## config.mk

```make
export PLATFORM = sky130hd
export DESIGN_NAME = cfg_port
export DESIGN_NICKNAME = d
export VERILOG_FILES = /design/src/rtl/cfg_port_pkg.sv /design/src/rtl/cfg_key_fsm.sv /design/src/rtl/cfg_shared_regs.sv /design/src/rtl/cfg_ld_enables.sv /design/src/rtl/cfg_port.sv
export SDC_FILE = /design/constraint.sdc
export NUM_CORES = 1
export LEC_CHECK = 0
export BUFFER_PORTS_ARGS = -buffer_cell sky130_fd_sc_hd__buf_2
export CORE_UTILIZATION = 30
export DETAILED_ROUTE_END_ITERATION = 8
export HOLD_SLACK_MARGIN = 0.06
export MAX_ROUTING_LAYER = met4
export SLEW_MARGIN = 10
export SYNTH_ARGS = -nofsm -noshare
export SYNTH_HDL_FRONTEND = slang
export SYNTH_SLANG_ARGS = --single-unit
```

## constraint.sdc

```tcl
create_clock -name clk -period 2.2 [get_ports clk]
set_input_delay 0.11 -clock clk [delete_from_list [all_inputs] [get_ports clk]]
set_output_delay 0.11 -clock clk [all_outputs]
set_load 0.01 [all_outputs]
```

## src/rtl/cfg_port_pkg.sv

```systemverilog
package cfg_port_pkg;
  localparam logic [7:0] KEY_OPEN  = 8'h87;
  localparam logic [7:0] KEY_CLOSE = 8'hAA;

  localparam logic [7:0] REG_LDSEL   = 8'h07;
  localparam logic [7:0] REG_DEVID_H = 8'h20;
  localparam logic [7:0] REG_DEVID_L = 8'h21;
  localparam logic [7:0] REG_REV     = 8'h22;
  localparam logic [7:0] REG_VEND_H  = 8'h23;
  localparam logic [7:0] REG_VEND_L  = 8'h24;
  localparam logic [7:0] REG_ENABLE  = 8'h30;

  typedef enum logic [1:0] {
    ST_SHUT = 2'd0,
    ST_HALF = 2'd1,
    ST_OPEN = 2'd2
  } key_state_e;
endpackage

```

## src/rtl/cfg_key_fsm.sv

```systemverilog
module cfg_key_fsm
  import cfg_port_pkg::*;
(
  input  logic       clk,
  input  logic       rst,
  input  logic       idx_wr,
  input  logic [7:0] wdata,
  output logic       open_o,
  output logic [7:0] idx_o
);
  key_state_e state_q;
  logic [7:0] idx_q;

  always_ff @(posedge clk) begin
    if (rst) begin
      state_q <= ST_SHUT;
      idx_q   <= 8'h00;
    end else if (idx_wr) begin
      unique case (state_q)
        ST_SHUT: if (wdata == KEY_OPEN) state_q <= ST_HALF;
        ST_HALF: state_q <= (wdata == KEY_OPEN) ? ST_OPEN : ST_SHUT;
        ST_OPEN: begin
          if (wdata == KEY_CLOSE) state_q <= ST_SHUT;
          else                    idx_q   <= wdata;
        end
        default: state_q <= ST_SHUT;
      endcase
    end
  end

  assign open_o = (state_q == ST_OPEN);
  assign idx_o  = idx_q;

  p_idx_hold_locked_r4: assert property (@(posedge clk) disable iff (rst)
    !open_o |=> $stable(idx_o));
  p_close_key_r3: assert property (@(posedge clk) disable iff (rst)
    (open_o && idx_wr && wdata == KEY_CLOSE) |=> (!open_o && $stable(idx_o)));
  p_open_after_key_r2: assert property (@(posedge clk) disable iff (rst)
    $rose(open_o) |-> $past(idx_wr && wdata == KEY_OPEN));
endmodule

```

## src/rtl/cfg_shared_regs.sv

```systemverilog
module cfg_shared_regs
  import cfg_port_pkg::*;
#(
  parameter logic [15:0] DEV_ID  = 16'h0A51,
  parameter logic [15:0] VEND_ID = 16'h1934,
  parameter logic [7:0]  REV_ID  = 8'h11
)(
  input  logic       clk,
  input  logic       rst,
  input  logic       wr,
  input  logic [7:0] idx,
  input  logic [7:0] wdata,
  output logic [7:0] ld_sel,
  output logic [7:0] rd_val
);
  logic [7:0] ld_q;

  always_ff @(posedge clk) begin
    if (rst)                          ld_q <= 8'h00;
    else if (wr && idx == REG_LDSEL)  ld_q <= wdata;
  end

  always_comb begin
    unique case (idx)
      REG_LDSEL:   rd_val = ld_q;
      REG_DEVID_H: rd_val = DEV_ID[15:8];
      REG_DEVID_L: rd_val = DEV_ID[7:0];
      REG_REV:     rd_val = REV_ID;
      REG_VEND_H:  rd_val = VEND_ID[15:8];
      REG_VEND_L:  rd_val = VEND_ID[7:0];
      default:     rd_val = 8'h00;
    endcase
  end

  assign ld_sel = ld_q;
endmodule

```

## src/rtl/cfg_ld_enables.sv

```systemverilog
module cfg_ld_enables #(
  parameter int NUM_LD = 8
)(
  input  logic              clk,
  input  logic              rst,
  input  logic              wr,
  input  logic [7:0]        sel,
  input  logic              bit_in,
  output logic              sel_valid,
  output logic              sel_bit,
  output logic [NUM_LD-1:0] en_o
);
  localparam int SEL_W = (NUM_LD > 1) ? $clog2(NUM_LD) : 1;

  logic [NUM_LD-1:0] en_q;
  logic [SEL_W-1:0]  sel_n;

  assign sel_valid = ({24'd0, sel} < NUM_LD);
  assign sel_n     = sel[SEL_W-1:0];

  for (genvar g = 0; g < NUM_LD; g++) begin : g_en
    always_ff @(posedge clk) begin
      if (rst)                                   en_q[g] <= 1'b0;
      else if (wr && sel_valid && sel_n == SEL_W'(g)) en_q[g] <= bit_in;
    end
  end

  assign sel_bit = sel_valid ? en_q[sel_n] : 1'b0;
  assign en_o    = en_q;

  p_no_write_bad_sel_r7: assert property (@(posedge clk) disable iff (rst)
    !sel_valid |=> $stable(en_o));
endmodule

```

## src/rtl/cfg_port.sv

```systemverilog
module cfg_port
  import cfg_port_pkg::*;
#(
  parameter int          NUM_LD  = 8,
  parameter int          WDOG_LD = 7,
  parameter logic [15:0] DEV_ID  = 16'h0A51,
  parameter logic [15:0] VEND_ID = 16'h1934,
  parameter logic [7:0]  REV_ID  = 8'h11
)(
  input  logic              clk,
  input  logic              rst,
  input  logic              bus_wr,
  input  logic              bus_rd,
  input  logic              bus_addr,
  input  logic [7:0]        bus_wdata,
  output logic [7:0]        bus_rdata,
  output logic [7:0]        bank_ld,
  output logic [7:0]        bank_idx,
  output logic              bank_wr,
  output logic [7:0]        bank_wdata,
  input  logic [7:0]        bank_rdata,
  output logic [NUM_LD-1:0] dev_en,
  output logic              wdog_en
);
  logic       is_open;
  logic [7:0] idx;
  logic [7:0] ld_sel;
  logic [7:0] shared_rd;
  logic       sel_valid, sel_bit;
  logic       data_wr;
  logic       fwd_wr;
  logic [7:0] data_val;
  logic [7:0] rdata_q, bwdata_q;
  logic       bwr_q;

  assign data_wr = bus_wr && bus_addr && is_open;
  assign fwd_wr  = data_wr && (idx > REG_ENABLE);

  cfg_key_fsm u_key (
    .clk    (clk),
    .rst    (rst),
    .idx_wr (bus_wr && !bus_addr),
    .wdata  (bus_wdata),
    .open_o (is_open),
    .idx_o  (idx)
  );

  cfg_shared_regs #(
    .DEV_ID  (DEV_ID),
    .VEND_ID (VEND_ID),
    .REV_ID  (REV_ID)
  ) u_shared (
    .clk    (clk),
    .rst    (rst),
    .wr     (data_wr),
    .idx    (idx),
    .wdata  (bus_wdata),
    .ld_sel (ld_sel),
    .rd_val (shared_rd)
  );

  cfg_ld_enables #(.NUM_LD(NUM_LD)) u_en (
    .clk       (clk),
    .rst       (rst),
    .wr        (data_wr && idx == REG_ENABLE),
    .sel       (ld_sel),
    .bit_in    (bus_wdata[0]),
    .sel_valid (sel_valid),
    .sel_bit   (sel_bit),
    .en_o      (dev_en)
  );

  always_comb begin
    if (idx < REG_ENABLE)       data_val = shared_rd;
    else if (idx == REG_ENABLE) data_val = {7'd0, sel_bit};
    else                        data_val = bank_rdata;
  end

  always_ff @(posedge clk) begin
    if (rst) begin
      rdata_q  <= 8'h00;
      bwr_q    <= 1'b0;
      bwdata_q <= 8'h00;
    end else begin
      bwr_q <= fwd_wr;
      if (fwd_wr) bwdata_q <= bus_wdata;
      if (bus_rd) begin
        if (!is_open)      rdata_q <= 8'hFF;
        else if (!bus_addr) rdata_q <= idx;
        else               rdata_q <= data_val;
      end
    end
  end

  assign bus_rdata  = rdata_q;
  assign bank_wr    = bwr_q;
  assign bank_wdata = bwdata_q;
  assign bank_ld    = ld_sel;
  assign bank_idx   = idx;
  assign wdog_en    = dev_en[WDOG_LD];

  p_locked_reads_ff_r4: assert property (@(posedge clk) disable iff (rst)
    (bus_rd && !is_open) |=> (bus_rdata == 8'hFF));
  p_en_hold_locked_r4: assert property (@(posedge clk) disable iff (rst)
    !is_open |=> $stable(dev_en));
  p_ldsel_hold_locked_r4: assert property (@(posedge clk) disable iff (rst)
    !is_open |=> $stable(bank_ld));
  p_strobe_source_r8: assert property (@(posedge clk) disable iff (rst)
    bank_wr |-> $past(bus_wr && bus_addr && is_open));
  p_rdata_hold_r9: assert property (@(posedge clk) disable iff (rst)
    !bus_rd |=> $stable(bus_rdata));
endmodule

```

==> results.json, run 1 <==
{
  "status": "finished, final reports clean",
  "pre_cts_slack_ps": 248,
  "cp.arrival_ps": 2100,
  "r2r-start": "u_key.idx_o[0]",
  "cts.htree.levels": 2,
  "dp_hpwl_um": 4550,
  "place_inst": 393,
  "place.gp.congestion": 0.773,
  "maxSlewHeadroom_pct": 50.2,
  "start_util_pct": 31.6,
  "numCtsBuffers": 5,
  "ys_seq_elements": 43,
  "peakVddDrop_v": 0.000225,
  "rr_worst_depth": 4,
  "r2r_end": "bus_rdata[3]",
  "fin_setup_tns_ps": 0,
  "fin_nets": 325,
  "drt_iter0_drc": 112,
  "diodes": 0,
  "grt_pass1_wl_um": 9770,
  "avgViaCountPerCell": 5.19,
  "clock_sinks": 43,
  "slew_viol_final": 0,
  "syn_inst": 247,
  "cts_setup_buffers": 0,
  "die_y_um": 87.3,
  "setup_violations": 0,
  "worstSetupStartpointType": "flip-flop",
  "io_pins": 63,
  "cts_resized": 0,
  "synth_cell_type_count": 43,
  "critPathKind": "flip-flop to flip-flop",
  "area_growth_pct": 23.2,
  "clk_latency_ps": 290,
  "clk_pin_slew_ps": 90,
  "hold_buffers": 0,
  "cp.required_ps": 2330,
  "utilization_pct": 38.9,
  "final_cell_mix": "buf_2 (62), dfxtp_1 (43), nor2_1 (34)",
  "crit_buf_inv": 0,
  "wirelength_um": 6130,
  "fin_crit_ps": 1970,
  "syn_area_per_cell_um2": 8.83,
  "reg2reg_setup_slack_ps": 230,
  "vias": 2082,
  "tightest_slew_ps": 747,
  "place_area_um2": 2580,
  "synth.net_count": 268,
  "cp-end-kind": "flip-flop",
  "worstSetupStartpoint": "u_key.idx_o[0]",
  "syn_area_um2": 2180,
  "synthArstFlopShare_pct": 0,
  "grtUsageTotal_pct": 17.2,
  "finalNonFillerCells": 401,
  "yosys_warnings": 0,
  "max_stage_delay_ps": 640,
  "power_mw": 1.44,
  "final_area_um2": 2690,
  "die_area_um2": 7610,
  "path_delay_family": "compound AO/OA/AOI/OAI gates",
  "fmax_mhz": 508,
  "drc": 0,
  "hold_ws_ps": 119,
  "ant_nets": 0,
  "path_cells": "or4_1, a31o_2, a221oi_1, a2111oi_0",
  "drive_gt1_share_pct": 28.9,
  "die_x_um": 87.3,
  "grt_pass1_vias": 1905,
  "setup_ws_ps": 233,
  "clk_path_buf_depth": 2,
  "core_area_um2": 6910,
  "drt_first_pass_iters": 4,
  "crit_slowest_cell": "or4_1",
  "endpoint": "bus_rdata[3]",
  "p_leak_nw": 1.21,
  "io_buffers": 62,
  "power_density_nw_per_um2": 536,
  "wl_per_cell_um": 15.3,
  "synth_edf_count": 0,
  "rsz0062_at_grt": "no",
  "overflow": 0,
  "fp-row-count": 30,
  "yosysSeqAreaShare_pct": 39.5,
  "crit_cells": 4,
  "grt_max_degree": 46,
  "hp-class": "input port to flip-flop",
  "max_cap_violations": 0,
  "antenna_found_initial": 0,
  "cts_tree": "done",
  "skew_ps": 8.59,
  "synth_ff_type": "dfxtp_1",
  "crit_fanout": 14,
  "final_common_cell": "buf_2",
  "cts_root_buf": "clkbuf_8",
  "finalHoldViolCount": 0,
  "n_fill_cell": 773,
  "finalCritPeriodShare_pct": 89.4
}
logic make-up after synthesis:
| group | after synthesis | share of synthesized area (%) |
|---|---|---|
| mux | 28 | 13.4 |
| compound gates | 50 | 15.7 |
| simple gates | 100 | 25.9 |
| buf+inv | 25 | 5.05 |
| xor+xnor | 1 | 0.402 |
| flops | 43 | 39.5 |
flip-flops by register name, indices dropped and copies added, names as in the netlist:
register         cells
bank_wdata           8
bank_wr              1
bus_rdata            8
u_en.en_o            8
u_key.idx_o          8
u_key.state_q        2
u_shared.ld_sel      8
synthesized netlist by cell type (all sizes together) (5+ instances only):
cell type	instances	area [um2]
dfxtp	43	861
nor2	34	128
mux2i	27	270
o21ai	15	75.1
a21oi	13	65.1
clkbuf	13	48.8
nand2b	13	81.3
nand3	13	65.1
buf	8	46.3
nand2	7	26.3
a2111oi	5	62.6
nor4	5	52.6
metal layers:
metal / GRT usage, % / wire [um] / up-vias / part of all wire, %
li1: - / - / 1012 / -
met1: 22.4 / 2970 / 1004 / 48
met2: 27.0 / 2750 / 60 / 45
met3: 3.70 / 329 / 6 / 5.4
met4: 4.62 / 70 / 0 / 1.1
met5: - / 0 / - / 0
worst register-to-register path, stage by stage, from the launching register on:
cell and delay [ps]:
dfxtp_1 310, or4_1 640, a31o_2 410, a221oi_1 300, a2111oi_0 150
cell type report:
cell class / instances / area, um2 / area share [%]
inverters: 4 / 15.0 / 0.559
well taps: 96 / 120 / 4.47
clock buffers: 7 / 96.3 / 3.58
flip-flops and latches: 43 / 861 / 32.0
repair buffers: 71 / 378 / 14.1
multi-input cells: 179 / 1210 / 45.0
clock inverters: 1 / 7.51 / 0.279
power breakdown:
part	internal [mW]	leakage (nW)	switching (mW)
logic	0.0366	0.807	0.0544
registers	0.788	0.349	0.00487
clock network	0.286	0.0505	0.271
total	1.11	1.21	0.331
how the worst min path moves through the flow:
| stage | start | endpoint | slack, ps | depth (start not counted) |
|---|---|---|---|---|
| after floorplan | bus_wdata[0] | u_shared.ld_sel[0] | 250 | 2 |
| after global placement | bus_wdata[1] | u_shared.ld_sel[1] | 420 | 3 |
| after detailed placement | bus_wdata[4] | bank_wdata[4] | 420 | 3 |
| after CTS | bus_wdata[4] | bank_wdata[4] | 100 | 3 |
| after global routing | bus_wdata[1] | bank_wdata[1] | 120 | 3 |
| final | bus_wdata[1] | bank_wdata[1] | 120 | 3 |
Note: power is estimated with default switching activity, not from simulation.
==> run 2, diff against run 1 <==
CORE_UTILIZATION = 40   (was 30)
==> results.json, run 2 (synthesis gave the netlist of run 1 again) <==
{
  "finalCritPeriodShare_pct": 89.9,
  "numCtsBuffers": 5,
  "max_cap_violations": 0,
  "critPathKind": "flip-flop to flip-flop",
  "p_sw_mw": 0.336,
  "final_common_cell": "buf_2",
  "status": "finished, final reports clean",
  "fin_setup_tns_ps": 0,
  "drc": 0,
  "power_mw": 1.49,
  "fp-row-count": 26,
  "fin_nets": 327,
  "tightest_slew_ps": 760,
  "cts.htree.levels": 2,
  "core_area_um2": 5170,
  "ant_nets": 0,
  "grt_pass1_wl_um": 9340,
  "cts_root_buf": "clkbuf_8",
  "place_inst": 369,
  "die_x_um": 75.8,
  "overflow": 0,
  "clk_path_buf_depth": 2,
  "skew_ps": 10.3,
  "place_area_um2": 2570,
  "vias": 2064,
  "io_buffers": 62,
  "avgViaCountPerCell": 5.49,
  "slew_viol_final": 0,
  "cts_tree": "done",
  "cts_setup_buffers": 0,
  "start_util_pct": 42.2,
  "fmax_mhz": 506,
  "intPower_mw": 1.16,
  "die_y_um": 75.8,
  "rsz0062_at_grt": "no",
  "grt_pass1_vias": 1845,
  "maxSlewHeadroom_pct": 49.4,
  "antenna_found_initial": 0,
  "fin_crit_ps": 1980,
  "finalNonFillerCells": 376,
  "cp.required_ps": 2350,
  "hp-class": "input port to flip-flop",
  "grtUsageTotal_pct": 22.7,
  "dp_hpwl_um": 4300,
  "combPwrFrac_pct": 6.0,
  "reg2reg_setup_slack_ps": 220,
  "drt_first_pass_iters": 4,
  "cts_resized": 0,
  "die_area_um2": 5750,
  "wl_per_cell_um": 15.9,
  "power_density_nw_per_um2": 560,
  "crit_fanout": 14,
  "clock_sinks": 43,
  "drive_gt1_share_pct": 28.8,
  "top_layer": "met4",
  "setup_violations": 0,
  "wl_met2_um": 2760,
  "p_seq_share_pct": 53.1,
  "drt_iter0_drc": 164,
  "clk_pin_slew_ps": 80,
  "p_sw_share_pct": 22.5,
  "place.gp.congestion": 0.823,
  "routedLengthMet1_um": 2820,
  "wl_met3_um": 326,
  "final_cell_mix": "buf_2 (62), dfxtp_1 (43), nor2_1 (34)",
  "p_clk_share_pct": 40.9,
  "hold_buffers": 0,
  "clk_latency_ps": 300,
  "final_area_um2": 2670,
  "area_growth_pct": 22.4,
  "peakVddDrop_v": 0.000293,
  "cp.arrival_ps": 2120,
  "io_pins": 63,
  "worstSetupStartpointType": "flip-flop",
  "grt_max_degree": 46,
  "cp-end-kind": "flip-flop",
  "diodes": 0,
  "finalHoldViolCount": 0,
  "wirelength_um": 5960,
  "p_leak_nw": 1.22
}
## run 2: final timing paths
path / start / to / depth (start not counted)
max: u_key.idx_o[0] / bus_rdata[1] / 4
min: bus_wdata[4] / u_key.idx_o[4] / 3
max reg2reg: u_key.idx_o[0] / bus_rdata[1] / 4
min reg2reg: bank_wdata[2] / bank_wdata[2] / 2
## run 2: power by group through the flow
| stage | Sequential [mW] | Clock, mW | Combinational, mW |
|---|---|---|---|
| 3_3_place_gp | 0.811 | 0 | 0.0898 |
| 6_report | 0.793 | 0.611 | 0.0893 |
| 3_5_place_dp | 0.811 | 0 | 0.0895 |
| 2_1_floorplan | 0.817 | 0 | 0.0381 |
| 4_1_cts | 0.793 | 0.622 | 0.0899 |
| 5_1_grt | 0.795 | 0.653 | 0.0993 |
## run 2: cell type report
cell class / count / area [um2]
inverters: 4 / 15.0
repair buffers: 73 / 393
well taps: 70 / 87.6
flip-flops and latches: 43 / 861
multi-input cells: 179 / 1210
fillers: 522 / 2500
clock inverters: 1 / 30.0
clock buffers: 6 / 72.6
## run 2: worst max-delay path, stage by stage, from the launching register on
cell and delay (ps):
dfxtp_1 310, or4_1 650, a31o_2 410, a221oi_1 320
a2111oi_0 140
## run 2: per-stage QoR
step | utilization, % | hold slack (ps) | setup WS (ps)
6_report | 51.6 | 102 | 223
3_3_place_gp | 49.6 | 402 | 299
3_5_place_dp | 49.6 | 408 | 237
4_1_cts | 51.6 | 97.7 | 236
5_1_grt | 51.6 | 106 | 7.94
2_1_floorplan | - | 254 | 295
## run 2: layer usage
layer,track usage (%),up-vias
li1,-,1015
met1,30.2,977
met2,35.1,67
met3,4.50,5
met4,6.17,0
met5,-,-
